==> config.mk <==
export PLATFORM = sky130hd
export DESIGN_NAME = sleep_clk_ctrl
export DESIGN_NICKNAME = d
export VERILOG_FILES = /design/src/rtl/sleep_pkg.sv /design/src/rtl/sleep_mode_reg.sv /design/src/rtl/sleep_lvl_filter.sv /design/src/rtl/sleep_startup_timer.sv /design/src/rtl/sleep_clk_ctrl.sv
export SDC_FILE = /design/constraint.sdc
export NUM_CORES = 1
export LEC_CHECK = 0
export ABC_AREA = 1
export CAP_MARGIN = 20
export CORE_MARGIN = 2
export CORE_UTILIZATION = 45
export CTS_BUF_LIST = sky130_fd_sc_hd__clkbuf_4 sky130_fd_sc_hd__clkbuf_8 sky130_fd_sc_hd__clkbuf_16
export CTS_CLUSTER_DIAMETER = 40
export DETAILED_ROUTE_END_ITERATION = 8
export DONT_BUFFER_PORTS = 1
export GPL_TIMING_DRIVEN = 0
export MAX_ROUTING_LAYER = met4
export PLACE_DENSITY_LB_ADDON = 0.1
export SYNTH_ARGS = -nofsm -noshare
export SYNTH_HDL_FRONTEND = slang
export SYNTH_SLANG_ARGS = --single-unit
==> constraint.sdc <==
create_clock -name clk_i -period 7.65 [get_ports clk_i]
set_input_delay 1.53 -clock clk_i [delete_from_list [all_inputs] [get_ports clk_i]]
set_output_delay 1.53 -clock clk_i [all_outputs]
set_load 0.02 [all_outputs]
==> src/rtl/sleep_pkg.sv <==
package sleep_pkg;
  localparam int WK_N = 9;
  localparam int WK_LVL0 = 3;
  localparam int WK_LVL1 = 4;
  localparam logic [WK_N-1:0] WK_RST_MASK = 9'b0_0000_0111;

  localparam logic [2:0] M_IDLE  = 3'b000;
  localparam logic [2:0] M_PDOWN = 3'b010;
  localparam logic [2:0] M_PSAVE = 3'b011;
  localparam logic [2:0] M_STBY  = 3'b110;
  localparam logic [2:0] M_XSTBY = 3'b111;

  typedef enum logic [1:0] {ST_ACTIVE, ST_SLEEP, ST_START} state_e;

  typedef struct packed {
    logic cpu;
    logic flash;
    logic io;
    logic tmr;
    logic osc;
  } clk_en_t;

  function automatic logic mode_valid(logic [2:0] m);
    return (m == M_IDLE) || (m == M_PDOWN) || (m == M_PSAVE) ||
           (m == M_STBY) || (m == M_XSTBY);
  endfunction

  function automatic logic osc_stops(logic [2:0] m);
    return (m == M_PDOWN) || (m == M_PSAVE);
  endfunction

  function automatic clk_en_t sleep_clk_set(logic [2:0] m);
    clk_en_t e;
    e = '0;
    case (m)
      M_IDLE:  begin e.io = 1'b1; e.tmr = 1'b1; e.osc = 1'b1; end
      M_PSAVE: e.tmr = 1'b1;
      M_STBY:  e.osc = 1'b1;
      M_XSTBY: begin e.tmr = 1'b1; e.osc = 1'b1; end
      default: e = '0;
    endcase
    return e;
  endfunction

  function automatic logic [WK_N-1:0] wake_mask(logic [2:0] m);
    logic [WK_N-1:0] k;
    case (m)
      M_IDLE:           k = '1;
      M_PDOWN, M_STBY:  k = 9'b0_0111_1111;
      M_PSAVE, M_XSTBY: k = 9'b0_1111_1111;
      default:          k = '0;
    endcase
    return k;
  endfunction
endpackage

==> src/rtl/sleep_mode_reg.sv <==
module sleep_mode_reg (
  input  logic       clk_i,
  input  logic       rst_ni,
  input  logic       hi_we_i,
  input  logic [1:0] hi_i,
  input  logic       lo_we_i,
  input  logic       lo_i,
  output logic [2:0] mode_o
);
  logic [1:0] hi_q;
  logic       lo_q;

  always_ff @(posedge clk_i or negedge rst_ni) begin
    if (!rst_ni) begin
      hi_q <= '0;
      lo_q <= 1'b0;
    end else begin
      if (hi_we_i) hi_q <= hi_i;
      if (lo_we_i) lo_q <= lo_i;
    end
  end

  assign mode_o = {hi_q, lo_q};
endmodule

==> src/rtl/sleep_lvl_filter.sv <==
module sleep_lvl_filter #(
  parameter int NUM  = 2,
  parameter int HOLD = 3
) (
  input  logic           clk_i,
  input  logic           rst_ni,
  input  logic           arm_i,
  input  logic           tick_i,
  input  logic [NUM-1:0] lvl_i,
  output logic [NUM-1:0] ok_o
);
  localparam int CW = $clog2(HOLD + 1);

  for (genvar g = 0; g < NUM; g++) begin : g_ch
    logic [CW-1:0] cnt_q;

    always_ff @(posedge clk_i or negedge rst_ni) begin
      if (!rst_ni)                          cnt_q <= '0;
      else if (!arm_i || !lvl_i[g])         cnt_q <= '0;
      else if (tick_i && cnt_q != CW'(HOLD)) cnt_q <= cnt_q + 1'b1;
    end

    assign ok_o[g] = (cnt_q == CW'(HOLD));


    cnt_bound_chk: assert property (@(posedge clk_i) disable iff (!rst_ni)
      cnt_q <= CW'(HOLD));
  end
endmodule

==> src/rtl/sleep_startup_timer.sv <==
module sleep_startup_timer #(
  parameter int DLY_BASE = 4,
  parameter int SEL_W    = 2
) (
  input  logic             clk_i,
  input  logic             rst_ni,
  input  logic             load_i,
  input  logic [SEL_W-1:0] sel_i,
  output logic             done_o
);
  localparam int DLY_MAX = DLY_BASE << (2 * ((1 << SEL_W) - 1));
  localparam int CW      = $clog2(DLY_MAX + 1);

  logic [CW-1:0] cnt_q, dly;
  logic          run_q;

  assign dly = CW'(DLY_BASE) << {sel_i, 1'b0};

  always_ff @(posedge clk_i or negedge rst_ni) begin
    if (!rst_ni) begin
      cnt_q <= '0;
      run_q <= 1'b0;
    end else if (load_i) begin
      cnt_q <= dly - 1'b1;
      run_q <= 1'b1;
    end else if (run_q) begin
      if (cnt_q == '0) run_q <= 1'b0;
      else             cnt_q <= cnt_q - 1'b1;
    end
  end

  assign done_o = run_q && (cnt_q == '0);


  done_once_chk: assert property (@(posedge clk_i) disable iff (!rst_ni)
    done_o && !load_i |=> !done_o);
endmodule

==> src/rtl/sleep_clk_ctrl.sv <==
module sleep_clk_ctrl
  import sleep_pkg::*;
#(
  parameter int LVL_HOLD = 3,
  parameter int DLY_BASE = 4
) (
  input  logic            clk_i,
  input  logic            rst_ni,
  input  logic            mode_hi_we_i,
  input  logic [1:0]      mode_hi_i,
  input  logic            mode_lo_we_i,
  input  logic            mode_lo_i,
  input  logic            sleep_en_i,
  input  logic            sleep_req_i,
  input  logic            xtal_src_i,
  input  logic [1:0]      startup_sel_i,
  input  logic            slow_tick_i,
  input  logic [WK_N-1:0] wake_src_i,
  output logic [2:0]      mode_o,
  output logic            cpu_en_o,
  output logic            flash_en_o,
  output logic            io_en_o,
  output logic            tmr_en_o,
  output logic            osc_en_o,
  output logic            sleeping_o,
  output logic            wake_o,
  output logic            rst_req_o
);
  state_e          state_q, state_d;
  logic [2:0]      mode, cur_q;
  logic [1:0]      lvl_ok;
  logic [WK_N-1:0] eff_src, hit;
  logic            start_done, enter_ok, rst_cause_q, rst_cause_d;
  clk_en_t         en_q, en_d;
  logic            wake_d, rreq_d, wake_q, rreq_q;

  sleep_mode_reg u_mode (
    .clk_i, .rst_ni,
    .hi_we_i(mode_hi_we_i), .hi_i(mode_hi_i),
    .lo_we_i(mode_lo_we_i), .lo_i(mode_lo_i),
    .mode_o (mode)
  );

  sleep_lvl_filter #(.NUM(2), .HOLD(LVL_HOLD)) u_lvl (
    .clk_i, .rst_ni,
    .arm_i (state_q == ST_SLEEP),
    .tick_i(slow_tick_i),
    .lvl_i ({wake_src_i[WK_LVL1], wake_src_i[WK_LVL0]}),
    .ok_o  (lvl_ok)
  );

  sleep_startup_timer #(.DLY_BASE(DLY_BASE), .SEL_W(2)) u_tmr (
    .clk_i, .rst_ni,
    .load_i(state_q == ST_SLEEP && state_d == ST_START),
    .sel_i (startup_sel_i),
    .done_o(start_done)
  );

  // Idle takes raw levels; deeper modes take filtered ones
  always_comb begin
    eff_src = wake_src_i;
    if (cur_q != M_IDLE) begin
      eff_src[WK_LVL0] = lvl_ok[0];
      eff_src[WK_LVL1] = lvl_ok[1];
    end
    hit = eff_src & wake_mask(cur_q);
  end

  assign enter_ok = sleep_req_i && sleep_en_i && mode_valid(mode) &&
                    (!mode[2] || xtal_src_i);

  always_comb begin
    state_d     = state_q;
    rst_cause_d = rst_cause_q;
    case (state_q)
      ST_ACTIVE: if (enter_ok) state_d = ST_SLEEP;
      ST_SLEEP: if (|hit) begin
        state_d     = osc_stops(cur_q) ? ST_START : ST_ACTIVE;
        rst_cause_d = |(hit & WK_RST_MASK);
      end
      ST_START: if (start_done) state_d = ST_ACTIVE;
      default:  state_d = ST_ACTIVE;
    endcase
  end

  // Enables come from the next state so they move on one edge only
  always_comb begin
    case (state_d)
      ST_SLEEP: en_d = sleep_clk_set(state_q == ST_ACTIVE ? mode : cur_q);
      ST_START: en_d = '{cpu: 1'b0, flash: 1'b0, io: 1'b0, tmr: 1'b0, osc: 1'b1};
      default:  en_d = '1;
    endcase
    wake_d = (state_d == ST_ACTIVE) && (state_q != ST_ACTIVE) && !rst_cause_d;
    rreq_d = (state_d == ST_ACTIVE) && (state_q != ST_ACTIVE) &&  rst_cause_d;
  end

  always_ff @(posedge clk_i or negedge rst_ni) begin
    if (!rst_ni) begin
      state_q     <= ST_ACTIVE;
      cur_q       <= M_IDLE;
      rst_cause_q <= 1'b0;
      en_q        <= '1;
      wake_q      <= 1'b0;
      rreq_q      <= 1'b0;
    end else begin
      state_q     <= state_d;
      rst_cause_q <= rst_cause_d;
      en_q        <= en_d;
      wake_q      <= wake_d;
      rreq_q      <= rreq_d;
      if (state_q == ST_ACTIVE && enter_ok) cur_q <= mode;
    end
  end

  assign mode_o     = mode;
  assign cpu_en_o   = en_q.cpu;
  assign flash_en_o = en_q.flash;
  assign io_en_o    = en_q.io;
  assign tmr_en_o   = en_q.tmr;
  assign osc_en_o   = en_q.osc;
  assign sleeping_o = (state_q != ST_ACTIVE);
  assign wake_o     = wake_q;
  assign rst_req_o  = rreq_q;


  reserved_ignored_chk: assert property (@(posedge clk_i) disable iff (!rst_ni)
    state_q == ST_ACTIVE && !mode_valid(mode) |=> state_q == ST_ACTIVE);

  cpu_off_asleep_chk: assert property (@(posedge clk_i) disable iff (!rst_ni)
    state_q == ST_SLEEP |-> !cpu_en_o && !flash_en_o);

  wake_pulse_chk: assert property (@(posedge clk_i) disable iff (!rst_ni)
    wake_o || rst_req_o |=> !wake_o && !rst_req_o);

  cause_excl_chk: assert property (@(posedge clk_i) disable iff (!rst_ni)
    !(wake_o && rst_req_o));

  start_osc_only_chk: assert property (@(posedge clk_i) disable iff (!rst_ni)
    state_q == ST_START |-> osc_en_o && !cpu_en_o && !io_en_o && !tmr_en_o);

  en_on_step_chk: assert property (@(posedge clk_i) disable iff (!rst_ni)
    en_q != $past(en_q) |-> state_q != $past(state_q));
endmodule

==> results.md, run 1 <==
- Final hold viol count: 0
- Final worst-path cycle share: 45.1%
- Die H: 65.6 um
- CTS root buf: clkbuf_8
- Crit path max fanout: 10
- Worst Path Required: 7.82 ns
- Crit end category: flop
- Clock transition at path regs: 0.06 ns
- Tmin final: 3.45 ns
- Die ar.: 4300 um^2
- Psw: 284 uW
- Skew final: 0.00447 ns
- CTS Sinks: 29
- DR vias: 1,380
- Initial Utilization: 46.6%
- Total grt overflow: 0
- PortBufs: 0
- Max-slew headroom: 71.6%
- GRT Total Usage: 17.7%
- Fin Setup TNS: 0 ns
- Yosys cell types: 27
- Place WS: 3.88 ns
- DR DRC count: 0
- Synth async-reset ratio: 100%
- Clock Power Share: 20.1%
- First-pass GRT wire length: 5.46 mm
- Vias per cell: 4.83
- CTS tree: built
- Pwr/cell area: 362 nW/um^2
- Post-synth EDFFs: 0
- Mapped Area: 1710 um^2
- Final Slew Violations: 0
- Prevailing post-synth register cell: dfrtp_1
- Max rail drop VDD: 0.180 mV
- Seq/Total Area, Yosys: 42.8%
- Setup Crit Path Kind: input pin to flop
- Metal1 wirelength: 1.67 mm
- Die Span X: 65.6 um
- CP arrival: 3.62 ns
- Hold WC Path Type: flop to flop
- Initial antenna violation count: 0
- Share of post-route cells with drive strength above 1: 14.7%
- Flop pwr share: 39.3%
- Final worst slack: 4.20 ns
- Vias in the first global route: 1,273
- Net Sw Frac: 42.1%
- N_diodes: 0
- Synth Instances: 230
- Peak Freq: 290 MHz
- CTS resizes: 0
- Yosys reg bits: 29
- Rows: 22
- CTS buffer count: 5
- Final setup violation count: 0
- Later-pin clock latency in the skew report: 0.28 ns
- Wire length on met2: 1.34 mm
- WL/cell: 11.1 um
- Area delta synth->final: 9.24%
- H-Tree Depth: 2
- CTS Hold Bufs: 0
- Synthesized area per cell: 7.42 um^2
- Power Total: 674 uW
- WL final: 3.18 mm
- Maximum clock path buffer count: 2
- Synthesized Nets: 258
- IO Pins: 33
- Synthesis Warnings: 0
- DP HPWL: 2.45 mm
- # Post-CTS Setup Buffers: 0
- Placer Congestion: 0.824
- Area after DPL: 1770 um^2
- Leak pwr: 0.000970 uW
- Core area: 3660 um^2
- Combinational fraction of design power: 40.6%
- Status: finished clean
- Total Nets Final: 265
- Most common cell after layout, fill and taps aside: nand2_1
- First-iteration detailed-routing DRC count: 38
- Most frequent cells in the layout: nand2_1, inv_1, nor2_1
- Antenna-violating nets left: 0
- Pre-antenna DRT Iters: 4
- Slew @ Worst Pin: 0.424 ns
- Pin count of the biggest net entering global routing: 30
- Final instance area: 1860 um^2
- Critical path startpoint category: input pin
- Wire length on met3: 103 um
- Unrepaired setup endpoints after global routing: no
- Internal power: 390 uW
- Top Metal Used: met4
- Max_cap viols: 0
[layer usage]
layer / track usage (%) / up-vias
met5: - / -
met4: 9.38 / 0
met3: 3.60 / 7
met2: 25.1 / 22
met1: 23.9 / 615
li1: - / 736
[flip-flops by register name (all words and copies together), names as in the netlist]
| signal | count |
|---|---|
| u_tmr.cnt_q | 9 |
| u_lvl.g_ch.cnt_q | 4 |
| cur_q | 3 |
| state_q | 2 |
| u_mode.hi_q | 2 |
| cpu_en_o | 1 |
| io_en_o | 1 |
| osc_en_o | 1 |
| rst_cause_q | 1 |
| rst_req_o | 1 |
| tmr_en_o | 1 |
| u_mode.lo_q | 1 |
| u_tmr.run_q | 1 |
| wake_o | 1 |
[cell usage after synthesis, types with 3 or more instances]
cell     number  area share [%]
nand2_1      63              14
inv_1        33             7.3
nor2_1       26             5.7
dfrtp_1      25              37
o21ai_0      18             5.3
nand3_1      16             4.7
ha_1          6             4.4
nand2_2       6             2.2
a21oi_1       4             1.2
dfstp_2       4             6.2
inv_2         3            0.66
nand4_1       3             1.1
[cell type report]
cell class | count | area [um^2]
Fill cell | 368 | 1800
Sequential cell | 29 | 731
Multi-Input combinational cell | 161 | 810
Buffer | 4 | 31.3
Tap cell | 48 | 60.1
Clock buffer | 8 | 97.6
Inverter | 36 | 135
[power by group through the flow]
| stage | logic [uW] | registers [uW] | clock network [uW] |
|---|---|---|---|
| global placement | 273 | 267 | 0 |
| global route | 323 | 272 | 147 |
| floorplan | 232 | 257 | 0 |
| CTS | 277 | 265 | 140 |
| detailed placement | 276 | 265 | 0 |
| finish | 274 | 265 | 135 |
[worst paths after layout]
check | start | end | slack [ns] | cells after the start
min in group asynchronous | rst_ni | u_mode.hi_q[0] | 0.94 | 0
worst max-delay path | wake_src_i[4] | u_tmr.cnt_q[8] | 4.20 | 20
worst min register to register | rst_cause_q | rst_cause_q | 0.51 | 2
worst min-delay path | rst_cause_q | rst_cause_q | 0.51 | 2
worst max register to register | state_q[0] | u_tmr.cnt_q[4] | 4.80 | 16
max in group asynchronous | rst_ni | osc_en_o | 6.53 | 0
[critical path, stage by stage]
cell     delay [ns]
inv_1          0.03
nand2_1        0.06
nand3_1        0.06
nand3_1        0.09
nand2_1        0.05
nand2_1        0.14
nand2_1        0.12
o21ai_2        0.18
ha_1           0.25
nand3_2        0.14
buf_6          0.18
nand2_2        0.07
ha_1           0.20
nand3_2        0.11
nor2_4         0.15
nand2_1        0.07
nand2_1        0.05
nand2_1        0.04
nand2_1        0.05
nand2_1        0.05
[logic make-up after synthesis]
kind of cell | share of synthesized area (%)
XOR/XNOR | 1.03
flip-flops | 42.8
adder cells (fa/ha/maj) | 4.40
AO/OA/AOI/OAI | 10.3
buffers and inverters | 9.75
AND/OR/NAND/NOR | 31.7
[stage by stage]
stage / utilization (%) / instances / hold slack (ns)
finish: 50.9 / 286 / 0.510
global route: 50.9 / 286 / 0.563
CTS: 50.9 / 286 / 0.508
detailed placement: 48.3 / 278 / 0.489
global placement: 48.3 / 278 / 0.495
floorplan: - / 230 / 0.462
Note: power is estimated with default switching activity, not from simulation.
==> run 2: changes to the inputs <==
--- a/config.mk
+++ b/config.mk
@@ -5,7 +5,7 @@
 export SDC_FILE = /design/constraint.sdc
 export NUM_CORES = 1
 export LEC_CHECK = 0
-export ABC_AREA = 1
+export ABC_AREA = 0
 export CAP_MARGIN = 20
 export CORE_MARGIN = 2
 export CORE_UTILIZATION = 45
==> constraint.sdc (replaced) <==
create_clock -name clk_i -period 3.5 [get_ports clk_i]
set_input_delay 0.7 -clock clk_i [delete_from_list [all_inputs] [get_ports clk_i]]
set_output_delay 0.7 -clock clk_i [all_outputs]
set_load 0.02 [all_outputs]
==> run 2 against run 1 <==
  * First-iteration DRC count is 95% higher
  * Critical endpoint unchanged
  * Cell area increased by 1.3%
  * Via count is 3.1% lower
  * Highest routed layer unchanged
  * Area after synthesis down 2.7%
  * Routed wire length grew 16%
  * Setup slack got worse by 4.0 ns
==> results.md, run 2 <==
- Status: finished clean
- First-pass GRT wire length: 6.09 mm
- Die ar.: 4190 um^2
- Crit Reg-Reg Startpoint: u_lvl.g_ch[0].cnt_q[0]
- Adder-Cell Fraction of Synth Area: 4.52%
- DR vias: 1,337
- IO Pins: 33
- Max reg flops: 9
- Final instance area: 1890 um^2
- CP arrival: 3.46 ns
- WL/cell: 16.5 um
- Rows: 22
- Skew final: 0.00209 ns
- DP HPWL: 2.59 mm
- H-Tree Depth: 2
- Synthesized area per cell: 10.0 um^2
- Critical path startpoint category: input pin
- Top area cells in the synthesized netlist: dfrtp_1, dfstp_2, ha_1, mux2_2, a21oi_1
- Largest area contributor in the netlist: dfrtp_1
- PortBufs: 0
- Pin count of the biggest net entering global routing: 30
- First-iteration detailed-routing DRC count: 74
- Tmin final: 3.30 ns
- Area delta synth->final: 13.7%
- Pre-antenna DRT Iters: 4
- Reg2reg path depth: 14
- N_diodes: 0
- Core area: 3610 um^2
- Post-synth top area share: 37.7%
- Later-pin clock latency in the skew report: 0.27 ns
- Crit path max fanout: 10
- CTS Sinks: 29
- Peak Freq: 303 MHz
- Post-synth EDFFs: 0
- Hold WC Path Type: input pin to async pin
- Max-slew headroom: 64.4%
- Pwr/cell area: 807 nW/um^2
- Largest registers: u_tmr.cnt_q (9), u_lvl.g_ch.cnt_q (4), cur_q (3)
- Prevailing post-synth register cell: dfrtp_1
- Max_cap viols: 0
- Compound-Gate Fraction of Synth Area: 19.3%
- Maximum clock path buffer count: 2
- Die H: 64.7 um
- Seq/Total Area, Yosys: 44.0%
- Vias in the first global route: 1,311
- Final setup violation count: 0
- Synth async-reset ratio: 100%
- GRT Total Usage: 19.7%
- Most frequent cell after synthesis: dfrtp_1
- Share of post-route cells with drive strength above 1: 23.4%
- Final hold viol count: 0
- Synth Instances: 166
- Reg2Reg Setup Slack: 0.27 ns
- Most common cell after layout, fill and taps aside: dfrtp_1
- Top reg by flops: u_tmr.cnt_q
- Synthesized Nets: 194
- Mux cell area share after synthesis: 5.80%
- Final Slew Violations: 0
- Worst Path Required: 3.66 ns
- Yosys cell types: 53
- Setup Crit Path Kind: input pin to flop
- Clock transition at path regs: 0.06 ns
- Xor/xnor share of the synthesized area: 2.64%
- CTS tree: built
- Yosys reg bits: 29
- DR DRC count: 0
- Largest family of logic cells by synthesized area: simple AND/OR/NAND/NOR gates
- Crit end category: flop
- Placer Congestion: 0.870
- Max rail drop VDD: 0.312 mV
- WL final: 3.69 mm
- Commonest cells post-synth: dfrtp_1, nand2_1, nor2_1
- Die Span X: 64.7 um
- Fin Hold WS: 0.117 ns
- Total grt overflow: 0
- Synthesis Warnings: 0
- Final worst-path cycle share: 94.2%
- Unrepaired setup endpoints after global routing: no
- Antenna-violating nets left: 0
- Vias per cell: 6.00
- Simple-Gate Fraction of Synth Area: 19.9%
- Initial Utilization: 46.0%
- CTS buffer count: 5
- Leak pwr: 0.000800 uW
- RR Endpoint: u_tmr.cnt_q[8]
- Initial antenna violation count: 0
- Slew @ Worst Pin: 0.534 ns
- Mapped Area: 1660 um^2
- Total Nets Final: 202
- Most frequent cells in the layout: dfrtp_1, nand2_1, nor2_1, a21oi_1, inv_1
- Area after DPL: 1740 um^2
- CTS root buf: clkbuf_8
- CTS Hold Bufs: 0
-- run 2: worst max-delay path by stage --
stage / startpoint / to / slack, ns
6_report: wake_src_i[5] / u_tmr.cnt_q[8] / 0.20
5_1_grt: wake_src_i[5] / u_tmr.cnt_q[8] / 0.03
4_1_cts: cur_q[0] / u_tmr.cnt_q[4] / -0.0005
3_5_place_dp: wake_src_i[5] / u_tmr.cnt_q[8] / -0.30
3_3_place_gp: wake_src_i[5] / u_tmr.cnt_q[8] / -0.22
2_1_floorplan: wake_src_i[5] / u_tmr.cnt_q[8] / 0.03
-- run 2: power breakdown --
group          leakage (uW)  switching (uW)  total (uW)  internal (uW)
clock network     0.0000523             118         294            175
registers          0.000353             165         631            466
logic              0.000395             324         599            275
-- run 2: logic make-up (layout without fill, tap and decap cells) --
kind of cell,count (synthesis),count (layout)
and+or+nand+nor,58,58
AOI/OAI and AO/OA,45,45
DFF,29,29
buffers and inverters,14,23
muxes,9,9
adders and majority gates,6,6
xor gates and xnor gates,5,5
-- run 2: metal layers --
layer | vias to the layer above | part of all wire, % | global-route usage [%]
met4 | 0 | 1.1 | 8.78
met1 | 648 | 47 | 25.9
met5 | - | 0 | -
met2 | 42 | 48 | 29.0
met3 | 6 | 3.6 | 4.51
li1 | 641 | - | -
-- run 2: what timing repair did --
action                                  in CTS  in global routing
hold endpoints to repair                     0                  0
cloned                                       0                  0
buffers inserted                             0                  2
endpoints found under the setup margin       3                  2
resized for setup                            3                  5
pin swaps                                    0                  1
-- run 2: worst max-delay path, stage by stage --
cell and delay [ns]:
or4_1 0.57, o311ai_4 0.28, nand2_1 0.12, o31a_1 0.28, ha_1 0.24, nand3b_1 0.16, clkbuf_8 0.19, nand2_1 0.06
ha_2 0.27, and3b_2 0.22, nand4_1 0.11, xor2_1 0.17, a21oi_1 0.08
-- run 2: final cells by class --
cell class | count | area [um^2]
flip-flops and latches | 29 | 731
inverters | 8 | 30.0
fillers | 344 | 1720
plain buffers | 5 | 40.0
repair buffers | 2 | 15.0
clock buffers | 8 | 97.6
well taps | 48 | 60.1
multi-input cells | 123 | 915
-- run 2: per-stage QoR --
step	cells	setup TNS (ns)	setup WS, ns	power (uW)	utilization, %
floorplan	166	0	0.0296	1050	-
global placement	214	-0.490	-0.220	1160	48.2
detailed placement	214	-0.726	-0.296	1180	48.2
CTS	222	-0.000478	-0.000478	1500	51.4
global route	223	0	0.0304	1650	52.4
finish	223	0	0.203	1520	52.4
